**src/rtl/xint_pkg.sv**
```systemverilog
package xint_pkg;
    parameter int unsigned NUM_CH      = 8;
    parameter int unsigned ADDR_W      = 16;
    parameter int unsigned SYNC_STAGES = 2;

    localparam logic [ADDR_W-1:0] ENABLE_ADDR = ADDR_W'(16'h0028);
    localparam logic [ADDR_W-1:0] FLAG_ADDR   = ENABLE_ADDR + ADDR_W'(1);

    typedef logic [NUM_CH-1:0] ch_vec_t;

    typedef enum logic [1:0] {
        SEL_NONE   = 2'd0,
        SEL_ENABLE = 2'd1,
        SEL_FLAG   = 2'd2
    } reg_sel_e;

    typedef struct packed {
        logic    en_wr;
        logic    flag_wr;
        ch_vec_t data;
    } reg_write_t;

    function automatic reg_sel_e decode_addr(logic [ADDR_W-1:0] a);
        if (a == ENABLE_ADDR)    return SEL_ENABLE;
        else if (a == FLAG_ADDR) return SEL_FLAG;
        else                     return SEL_NONE;
    endfunction

    // Bits that a flag write zeroes: a 0 in the data clears, a 1 keeps.
    function automatic ch_vec_t clear_mask(reg_write_t w);
        return w.flag_wr ? ~w.data : '0;
    endfunction
endpackage

```
**src/rtl/xint_pin_sync.sv**
```systemverilog
module xint_pin_sync
    import xint_pkg::*;
(
    input  logic    clk,
    input  logic    rst,
    input  ch_vec_t pin_async,
    output ch_vec_t rise_pulse
);
    // Stages 0..SYNC_STAGES-1 synchronize; the last stage holds the previous value.
    for (genvar ch = 0; ch < NUM_CH; ch++) begin : g_chan
        logic [SYNC_STAGES:0] shift_q;

        always_ff @(posedge clk) begin
            if (rst) shift_q <= '0;
            else     shift_q <= {shift_q[SYNC_STAGES-1:0], pin_async[ch]};
        end

        assign rise_pulse[ch] = shift_q[SYNC_STAGES-1] & ~shift_q[SYNC_STAGES];
    end

    // an edge lasts a single cycle, so a held level cannot set again
    p_edge_single_r10: assert property (@(posedge clk) disable iff (rst)
        (|rise_pulse) |=> ((rise_pulse & $past(rise_pulse)) == '0));
endmodule

```
**src/rtl/xint_flag_bank.sv**
```systemverilog
module xint_flag_bank
    import xint_pkg::*;
(
    input  logic       clk,
    input  logic       rst,
    input  ch_vec_t    rise_pulse,
    input  reg_write_t wr_req,
    output ch_vec_t    flags_q
);
    ch_vec_t flags_d;

    // A set has priority over a clear in the same cycle.
    always_comb begin
        flags_d = (flags_q & ~clear_mask(wr_req)) | rise_pulse;
    end

    // The reset value is left open; zero is chosen here.
    always_ff @(posedge clk) begin
        if (rst) flags_q <= '0;
        else     flags_q <= flags_d;
    end

    // every detected edge is recorded, whatever the bus does
    p_set_wins_r7: assert property (@(posedge clk) disable iff (rst)
        (|rise_pulse) |=> ((flags_q & $past(rise_pulse)) == $past(rise_pulse)));

    // a flag only rises after an edge on its pin
    p_no_spurious_set_r2: assert property (@(posedge clk) disable iff (rst)
        1'b1 |=> ((flags_q & ~$past(flags_q) & ~$past(rise_pulse)) == '0));
endmodule

```
**src/rtl/xint_regs.sv**
```systemverilog
module xint_regs
    import xint_pkg::*;
(
    input  logic              clk,
    input  logic              rst,
    input  logic [ADDR_W-1:0] bus_addr,
    input  logic              bus_wr,
    input  ch_vec_t           bus_wdata,
    input  logic              bus_rmw,
    input  ch_vec_t           flags_q,
    output reg_write_t        wr_req,
    output ch_vec_t           enable_q,
    output ch_vec_t           rdata_q
);
    reg_sel_e sel;
    ch_vec_t  rd_mux;

    always_comb begin
        sel            = decode_addr(bus_addr);
        wr_req.en_wr   = bus_wr && (sel == SEL_ENABLE);
        wr_req.flag_wr = bus_wr && (sel == SEL_FLAG);
        wr_req.data    = bus_wdata;
    end

    always_comb begin
        unique case (sel)
            SEL_ENABLE: rd_mux = enable_q;
            SEL_FLAG:   rd_mux = bus_rmw ? '1 : flags_q;
            default:    rd_mux = '0;
        endcase
    end

    always_ff @(posedge clk) begin
        if (rst) begin
            enable_q <= '0;
            rdata_q  <= '0;
        end else begin
            if (wr_req.en_wr) enable_q <= wr_req.data;
            rdata_q <= rd_mux;
        end
    end

    // an enable write lands in the register on the next edge
    p_enable_write_r9: assert property (@(posedge clk) disable iff (rst)
        (bus_wr && bus_addr == ENABLE_ADDR) |=> (enable_q == $past(bus_wdata)));

    // a read-modify-write read of the flags returns all ones
    p_rmw_read_r6: assert property (@(posedge clk) disable iff (rst)
        (bus_rmw && bus_addr == FLAG_ADDR) |=> (rdata_q == '1));

    // foreign addresses read as zero and leave the enables alone
    p_foreign_addr_r8: assert property (@(posedge clk) disable iff (rst)
        (bus_addr != ENABLE_ADDR && bus_addr != FLAG_ADDR)
        |=> (rdata_q == '0 && $stable(enable_q)));
endmodule

```
**src/rtl/xint_ctrl.sv**
```systemverilog
module xint_ctrl
    import xint_pkg::*;
(
    input  logic              clk,
    input  logic              rst,
    input  logic [NUM_CH-1:0] ext_pin,
    input  logic [ADDR_W-1:0] bus_addr,
    input  logic              bus_wr,
    input  logic [NUM_CH-1:0] bus_wdata,
    input  logic              bus_rmw,
    output logic [NUM_CH-1:0] bus_rdata,
    output logic [NUM_CH-1:0] chan_irq,
    output logic              irq
);
    ch_vec_t    rise_pulse;
    ch_vec_t    flags_q;
    ch_vec_t    enable_q;
    reg_write_t wr_req;

    xint_pin_sync u_sync (
        .clk        (clk),
        .rst        (rst),
        .pin_async  (ext_pin),
        .rise_pulse (rise_pulse)
    );

    xint_flag_bank u_flags (
        .clk        (clk),
        .rst        (rst),
        .rise_pulse (rise_pulse),
        .wr_req     (wr_req),
        .flags_q    (flags_q)
    );

    xint_regs u_regs (
        .clk       (clk),
        .rst       (rst),
        .bus_addr  (bus_addr),
        .bus_wr    (bus_wr),
        .bus_wdata (bus_wdata),
        .bus_rmw   (bus_rmw),
        .flags_q   (flags_q),
        .wr_req    (wr_req),
        .enable_q  (enable_q),
        .rdata_q   (bus_rdata)
    );

    assign chan_irq = flags_q & enable_q;
    assign irq      = |chan_irq;

    // the enables come out of reset cleared
    p_reset_enable_r1: assert property (@(posedge clk)
        $past(rst) |-> (enable_q == '0));

    // a flag held while its channel is disabled raises no request
    p_disabled_quiet_r3: assert property (@(posedge clk) disable iff (rst)
        ($past(enable_q) == '0 && $stable(enable_q)) |-> (irq == 1'b0));
endmodule

```
**config.mk**
```make
export PLATFORM = sky130hd
export DESIGN_NAME = xint_ctrl
export DESIGN_NICKNAME = d
export VERILOG_FILES = /design/src/rtl/xint_pkg.sv /design/src/rtl/xint_pin_sync.sv /design/src/rtl/xint_flag_bank.sv /design/src/rtl/xint_regs.sv /design/src/rtl/xint_ctrl.sv
export SDC_FILE = /design/constraint.sdc
export NUM_CORES = 1
export LEC_CHECK = 0
export BUFFER_PORTS_ARGS = -buffer_cell sky130_fd_sc_hd__buf_2
export CAP_MARGIN = 40
export CORE_MARGIN = 5
export CORE_UTILIZATION = 39
export DETAILED_ROUTE_END_ITERATION = 8
export GPL_ROUTABILITY_DRIVEN = 0
export PLACE_DENSITY = 0.73
export SLEW_MARGIN = 30
export SYNTH_ARGS = -nofsm -noshare
export SYNTH_HDL_FRONTEND = slang
export SYNTH_SLANG_ARGS = --single-unit
```
**constraint.sdc**
```tcl
create_clock -name clk -period 2 [get_ports clk]
set_input_delay 0.6 -clock clk [delete_from_list [all_inputs] [get_ports clk]]
set_output_delay 0.6 -clock clk [all_outputs]
set_load 0.1 [all_outputs]
```
==> results of run 1 <==
-- flip-flops by register name (all words and copies together) (netlist names) --
signal                 count
u_sync.g_chan.shift_q     24
u_flags.flags_q            8
u_regs.enable_q            8
u_regs.rdata_q             8
-- placed cells by master (no fill, tap or decap), types with 7 or more instances in the layout --
master,synthesis,routed
nor2b_1,25,25
o21ai_1,8,8
nor3_1,9,9
inv_1,8,8
a21oi_1,8,8
nand3_1,8,8
buf_4,0,16
dfxtp_1,48,46
nand2b_1,9,9
o22ai_1,7,7
o2bb2ai_1,8,8
nor2_1,9,9
buf_2,2,51
-- power by group through the flow --
stage	Clock, uW	Combinational [uW]	Sequential [uW]
floorplan	0	56.2	1010
global placement	0	121	1010
detailed placement	0	121	1010
CTS	590	122	991
global route	626	134	995
finish	567	122	992
-- path summary, 6_finish.rpt --
kind | end | start | slack [ps]
max | irq | u_flags.flags_q[2]$_SDFF_PP0_ | -510
min | u_sync.g_chan[4].shift_q[1]$_SDFF_PP0_ | u_sync.g_chan[4].shift_q[0]$_SDFF_PP0_ | 440
min reg2reg | u_sync.g_chan[4].shift_q[1]$_SDFF_PP0_ | u_sync.g_chan[4].shift_q[0]$_SDFF_PP0_ | 440
max reg2reg | u_flags.flags_q[2]$_SDFF_PP0_ | u_flags.flags_q[2]$_SDFF_PP0_ | 1110
-- critical path, delay by kind of cell, from the launching register on --
family,cells,cell delay (ps)
flops,1,320
buf+inv,1,180
simple gates,3,1110
-- metrics by stage --
| stage | hold slack, ps | util [%] | total power, uW |
|---|---|---|---|
| after floorplan | 413.8 | - | 1069 |
| after global placement | 415.4 | 49.53 | 1133 |
| after CTS | 439.4 | 52.10 | 1703 |
| after global routing | 459.7 | 52.13 | 1755 |
| after detailed placement | 420.4 | 49.53 | 1135 |
| final | 436.1 | 52.13 | 1681 |
-- layout make-up --
class / count / area (um2) / share of cell area, %
Clock buffer: 8 / 90.09 / 4.025
Inverter: 8 / 30.03 / 1.342
Multi-Input combinational cell: 111 / 694.4 / 31.02
Sequential cell: 48 / 963.4 / 43.04
Tap cell: 52 / 65.06 / 2.907
Timing Repair Buffer: 68 / 395.4 / 17.66
-- logic make-up (layout without fill, tap and decap cells) --
family	count (synthesis)	count (layout)	share of synthesized area, %
AOI/OAI and AO/OA	32	32	11.82
and+or+nand+nor	79	79	27.90
DFF	48	48	56.39
buffers and inverters	17	84	3.891
-- routing by layer --
| layer | share of wire [%] | routed length (um) |
|---|---|---|
| met2 | 46 | 1620 |
| met1 | 45 | 1570 |
| met4 | 1.8 | 65 |
| met5 | 0 | 0 |
| met3 | 7.4 | 259 |
-- repair_timing --
item                                    4_1_cts  5_1_grt
endpoints found under the setup margin        1        1
resized for setup                             6        1
pin swaps                                     1        0
==> out/qor.yml, run 1 <==
vias: 1401
grt_pass1_wl_um: 5768
period_share_pct: 125.4
portBuffers: 52
fin_ws_ps: -507.2
clkPwrFrac_pct: 33.8
diodes: 0
cts_hold_buf: 0
cts_buffers: 5
cts_setup_buffers: 0
crit_top_cell: "or4_4"
nNetsFinal: 278
path_cells: "and2_4 -> or4_4 -> or4_4 -> buf_12"
synth_area_leaders: "dfxtp_1 56%, nor2b_1 9.2%, o2bb2ai_1 4.1%"
ys.flop_type: "dfxtp_1"
grt_use_met2_pct: 19.35
vias_per_cell: 4.749
dieArea_mm2: 0.005791
die_h_um: 76.10
rows: 24
clock-sinks: 48
grt_pass1_vias: 1304
met3_usage_pct: 5.319
crit_path_end_kind: "output port"
boundaryPins: 53
r2r_cells: 3
synth_most_common_cell: "dfxtp_1"
p_sw_uw: 350.7
setup_viol: 1
placed_cells: 287
p_comb_share_pct: 7.3
power_leakage_uw: 0.0009515
syn_avg_cell_area_um2: 9.683
drv_slew: 0
status: "complete, but fails checks"
grt_overflow: 0
final.min_clock_period_ps: 2507
grt_antenna_before_repair: 0
nFillCells: 397
wirelength_um: 3516
ir_drop_v: 0.0003433
max_stage_delay_ps: 520
timing.fmax_mhz: 398.9
arrival_ps: 1910
clkTransAtPathRegs_ps: 80
synth_edf_count: 0
power_frac_seq_pct: 59.0
drc: 0
htreeDepth: 2
initial_core_util_pct: 39.69
final_area_mm2: 0.002238
area_delta_synth_final_pct: 31.35
ys_top_cells_by_count: "48 x dfxtp_1, 25 x nor2b_1, 9 x nand2b_1, 9 x nor2_1, 9 x nor3_1"
switching_share_pct: 20.86
internal_power_uw: 1331
hold_violations: 0
powerDensity_mw_per_mm2: 751.1
critPathSlowestCell: "or4_4"
cp_data_required_time_ps: 1400
ys_types: 25
finClkSkew_ps: 6.166
synthCells: 176
fp.dieW_um: 76.10
rsz0062_at_grt: "yes"
slew_headroom_pct: 67.18
track_usage_pct: 11.88
clockRootBuffer: "clkbuf_8"
cap_violations: 0
synth_area_mm2: 0.001704
grt_busiest_layer: "met2"
stdcell_count: 295
post-place-ws_ps: -299.3
path_class: "reg -> out"
synth_top_area_share_pct: 56.39
clock_latency_ps: 290
fp.coreArea_mm2: 0.004294
synth.net_count: 212
hp-class: "reg -> reg"
ys_seq_area_share_pct: 56.39
violations: "negative setup slack"
yosysWarnings: 0
worstPathMaxFanout: 2
fin_tns_setup_ps: -507.2
cts_tree: "yes"
synth-seq-cells: 48
yosysTopAreaCell: "dfxtp_1"
postPlaceCellArea_mm2: 0.002127
drt_iter0_markers: 106
wl_per_cell_um: 11.92
dpl.hpwl_um: 2714
whs_path_depth: 1
grt_start_max_net_pins: 21
max_slew.worst_pin.slew_ps: 495.7
globalRouteMet1Util_pct: 13.90
cts_buffer_depth: 2
drive_gt1_share_pct: 35.80
async_flop_share_pct: 0
crit_path_start_kind: "flop"
drt_pass1_iterations: 4
antenna_left: 0
Note: power is estimated with default switching activity, not from simulation.
==> run 2: changes to the inputs <==
Settings changed: REMOVE_ABC_BUFFERS set to 1, SKIP_CTS_REPAIR_TIMING set to 1.
==> out/qor.yml, run 2 (synthesis results as in run 1) <==
status: "complete, but fails checks"  # unchanged
violations: "negative setup slack"  # unchanged
worstPathMaxFanout: 3  # was 2
fin_tns_setup_ps: -516.2  # was -507.2 ps
stdcell_count: 299  # was 295
r2r_slack_ps: 1200  # was 1110 ps
grt_overflow: 0  # unchanged
clockRootBuffer: "clkbuf_8"  # unchanged
multiInputGateArea_um2: 686.9  # was 694.4 um2
max_slew.worst_pin.slew_ps: 488.9  # was 495.7 ps
regMostFlops: "u_sync.g_chan.shift_q"  # unchanged
cts_buffers: 5  # unchanged
crit_top_cell: "or4_4"  # unchanged
final.min_clock_period_ps: 2516  # was 2507 ps
drv_slew: 0  # unchanged
cts_buffer_depth: 2  # unchanged
timing.fmax_mhz: 397.4  # was 398.9 MHz
clkPwrFrac_pct: 32.8  # was 33.8%
postPlaceCellArea_mm2: 0.002151  # was 0.002127 mm2
switching_share_pct: 22.46  # was 20.86%
critPathSlowestCell: "or4_4"  # unchanged
drc: 0  # unchanged
largest_register_ffs: 24  # unchanged
cap_violations: 0  # unchanged
power_frac_seq_pct: 59.9  # was 59.0%
vias: 1431  # was 1401
dpl.hpwl_um: 2659  # was 2714 um
worstReg2RegStart: "u_flags.flags_q[2]$_SDFF_PP0_"  # unchanged
drt_pass1_iterations: 4  # unchanged
die_h_um: 76.10  # unchanged
portBuffers: 52  # unchanged
p_comb_share_pct: 7.4  # was 7.3%
timing.rr.end: "u_flags.flags_q[2]$_SDFF_PP0_"  # unchanged
p_sw_uw: 371.8  # was 350.7 uW
arrival_ps: 1920  # was 1910 ps
clkTransAtPathRegs_ps: 90  # was 80 ps
cp_data_required_time_ps: 1400  # about the same
clock-sinks: 48  # unchanged
r2r_cells: 2  # was 3
setup_viol: 1  # unchanged
crit_path_end_kind: "output port"  # unchanged
fp.coreArea_mm2: 0.004294  # unchanged
finClkSkew_ps: 7.747  # was 6.166 ps
powerDensity_mw_per_mm2: 733.1  # was 751.1 mW/mm2
antenna_left: 0  # unchanged
placed_cells: 292  # was 287
grt_pass1_vias: 1420  # was 1304
ir_drop_v: 0.0004239  # was 0.0003433 V
clock_latency_ps: 300  # was 290 ps
seq_area_um2: 962.2  # was 963.4 um2
crit_path_start_kind: "flop"  # unchanged
hp-start: "u_sync.g_chan[3].shift_q[0]$_SDFF_PP0_"  # was u_sync.g_chan[4].shift_q[0]$_SDFF_PP0_
wl_per_cell_um: 12.42  # was 11.92 um
wirelength_um: 3714  # was 3516 um
path_class: "reg -> out"  # unchanged
post-place-ws_ps: -352.9  # was -299.3 ps
fin_ws_ps: -516.2  # was -507.2 ps
mostFrequentLayoutCells: "51 x buf_2, 47 x dfxtp_1, 25 x nor2b_1, 21 x buf_4"  # was 51 x buf_2, 46 x dfxtp_1, 25 x nor2b_1, 16 x buf_4
final_area_mm2: 0.002258  # was 0.002238 mm2
diodes: 0  # unchanged
track_usage_pct: 13.08  # was 11.88%
htreeDepth: 2  # unchanged
whs_path_depth: 1  # unchanged
area_delta_synth_final_pct: 32.53  # was 31.35%
drt_iter0_markers: 66  # was 106
nFillCells: 414  # was 397
nNetsFinal: 283  # was 278
slew_headroom_pct: 67.63  # was 67.18%
fp.dieW_um: 76.10  # unchanged
grt_antenna_before_repair: 0  # unchanged
internal_power_uw: 1284  # was 1331 uW
path_cells: "and2_4 -> or4_4 -> or4_4 -> buf_12"  # unchanged
dieArea_mm2: 0.005791  # unchanged
rsz0062_at_grt: "yes"  # unchanged
initial_core_util_pct: 39.69  # unchanged
boundaryPins: 53  # unchanged
cts_tree: "yes"  # unchanged
grt_start_max_net_pins: 26  # was 21
power_leakage_uw: 0.0009682  # was 0.0009515 uW
rows: 24  # unchanged
max_stage_delay_ps: 520  # about the same
hold_ws_ps: 432.5  # was 436.1 ps
drive_gt1_share_pct: 35.63  # was 35.80%
grt_pass1_wl_um: 6223  # was 5768 um
vias_per_cell: 4.786  # was 4.749
hold_violations: 0  # unchanged
layout_commonest_cell: "buf_2"  # unchanged
hp-class: "reg -> reg"  # unchanged
period_share_pct: 125.8  # was 125.4%
worstHoldEndpoint: "u_sync.g_chan[3].shift_q[1]$_SDFF_PP0_"  # was u_sync.g_chan[4].shift_q[1]$_SDFF_PP0_
-- run 2: cell count changes in the layout (fill, tap and decap cells not counted) --
cell / before / now
buf_4: 16 / 21
and2_1: 2 / 6
and2_2: 2 / 0
and2_4: 4 / 2
clkbuf_1: 2 / 0
clkbuf_8: 6 / 5
clkinv_2: 0 / 1
clkinvlp_4: 0 / 1
dfxtp_1: 46 / 47
dfxtp_2: 2 / 1
-- run 2: routing by layer --
metal / global-route usage [%] / share of wire (%)
met5: 0 / 0
met4: 5.769 / 1.6
met3: 6.147 / 8.8
met2: 21.58 / 47
met1: 14.22 / 42
-- run 2: stage by stage --
step           total power, uW  util, %
3_5_place_dp              1136    50.09
5_1_grt                   1731    52.59
2_1_floorplan             1058        -
3_3_place_gp              1133    50.09
4_1_cts                   1671    51.98
6_report                  1656    52.59
-- run 2: worst max-delay path by stage --
stage / from / to / slack (ps) / cells past startpoint
2_1_floorplan: u_flags.flags_q[3]$_SDFF_PP0_ / irq / -910 / 3
3_3_place_gp: u_flags.flags_q[2]$_SDFF_PP0_ / irq / -320 / 4
3_5_place_dp: u_flags.flags_q[2]$_SDFF_PP0_ / irq / -350 / 4
4_1_cts: u_flags.flags_q[2]$_SDFF_PP0_ / irq / -690 / 4
5_1_grt: u_flags.flags_q[3]$_SDFF_PP0_ / irq / -560 / 4
6_report: u_flags.flags_q[3]$_SDFF_PP0_ / irq / -520 / 4
-- run 2: layout make-up --
| class | instances | share of cell area, % |
|---|---|---|
| repair buffers | 73 | 19.17 |
| clock inverters | 2 | 0.5540 |
| clock buffers | 5 | 3.047 |
| well taps | 52 | 2.881 |
| multi-input cells | 111 | 30.42 |
| flip-flops and latches | 48 | 42.60 |
| inverters | 8 | 1.330 |
-- run 2: critical path, delay by kind of cell, from the launching register on --
family | cells | cell delay [ps]
buffers and inverters | 1 | 180
flip-flops | 1 | 330
AND/OR/NAND/NOR | 3 | 1110
-- run 2: power groups by stage --
stage / Sequential (uW) / Clock [uW] / Combinational (uW)
finish: 991 / 543 / 122
floorplan: 1010 / 0 / 44.7
global placement: 1010 / 0 / 121
detailed placement: 1010 / 0 / 122
CTS: 991 / 557 / 122
global route: 995 / 602 / 134
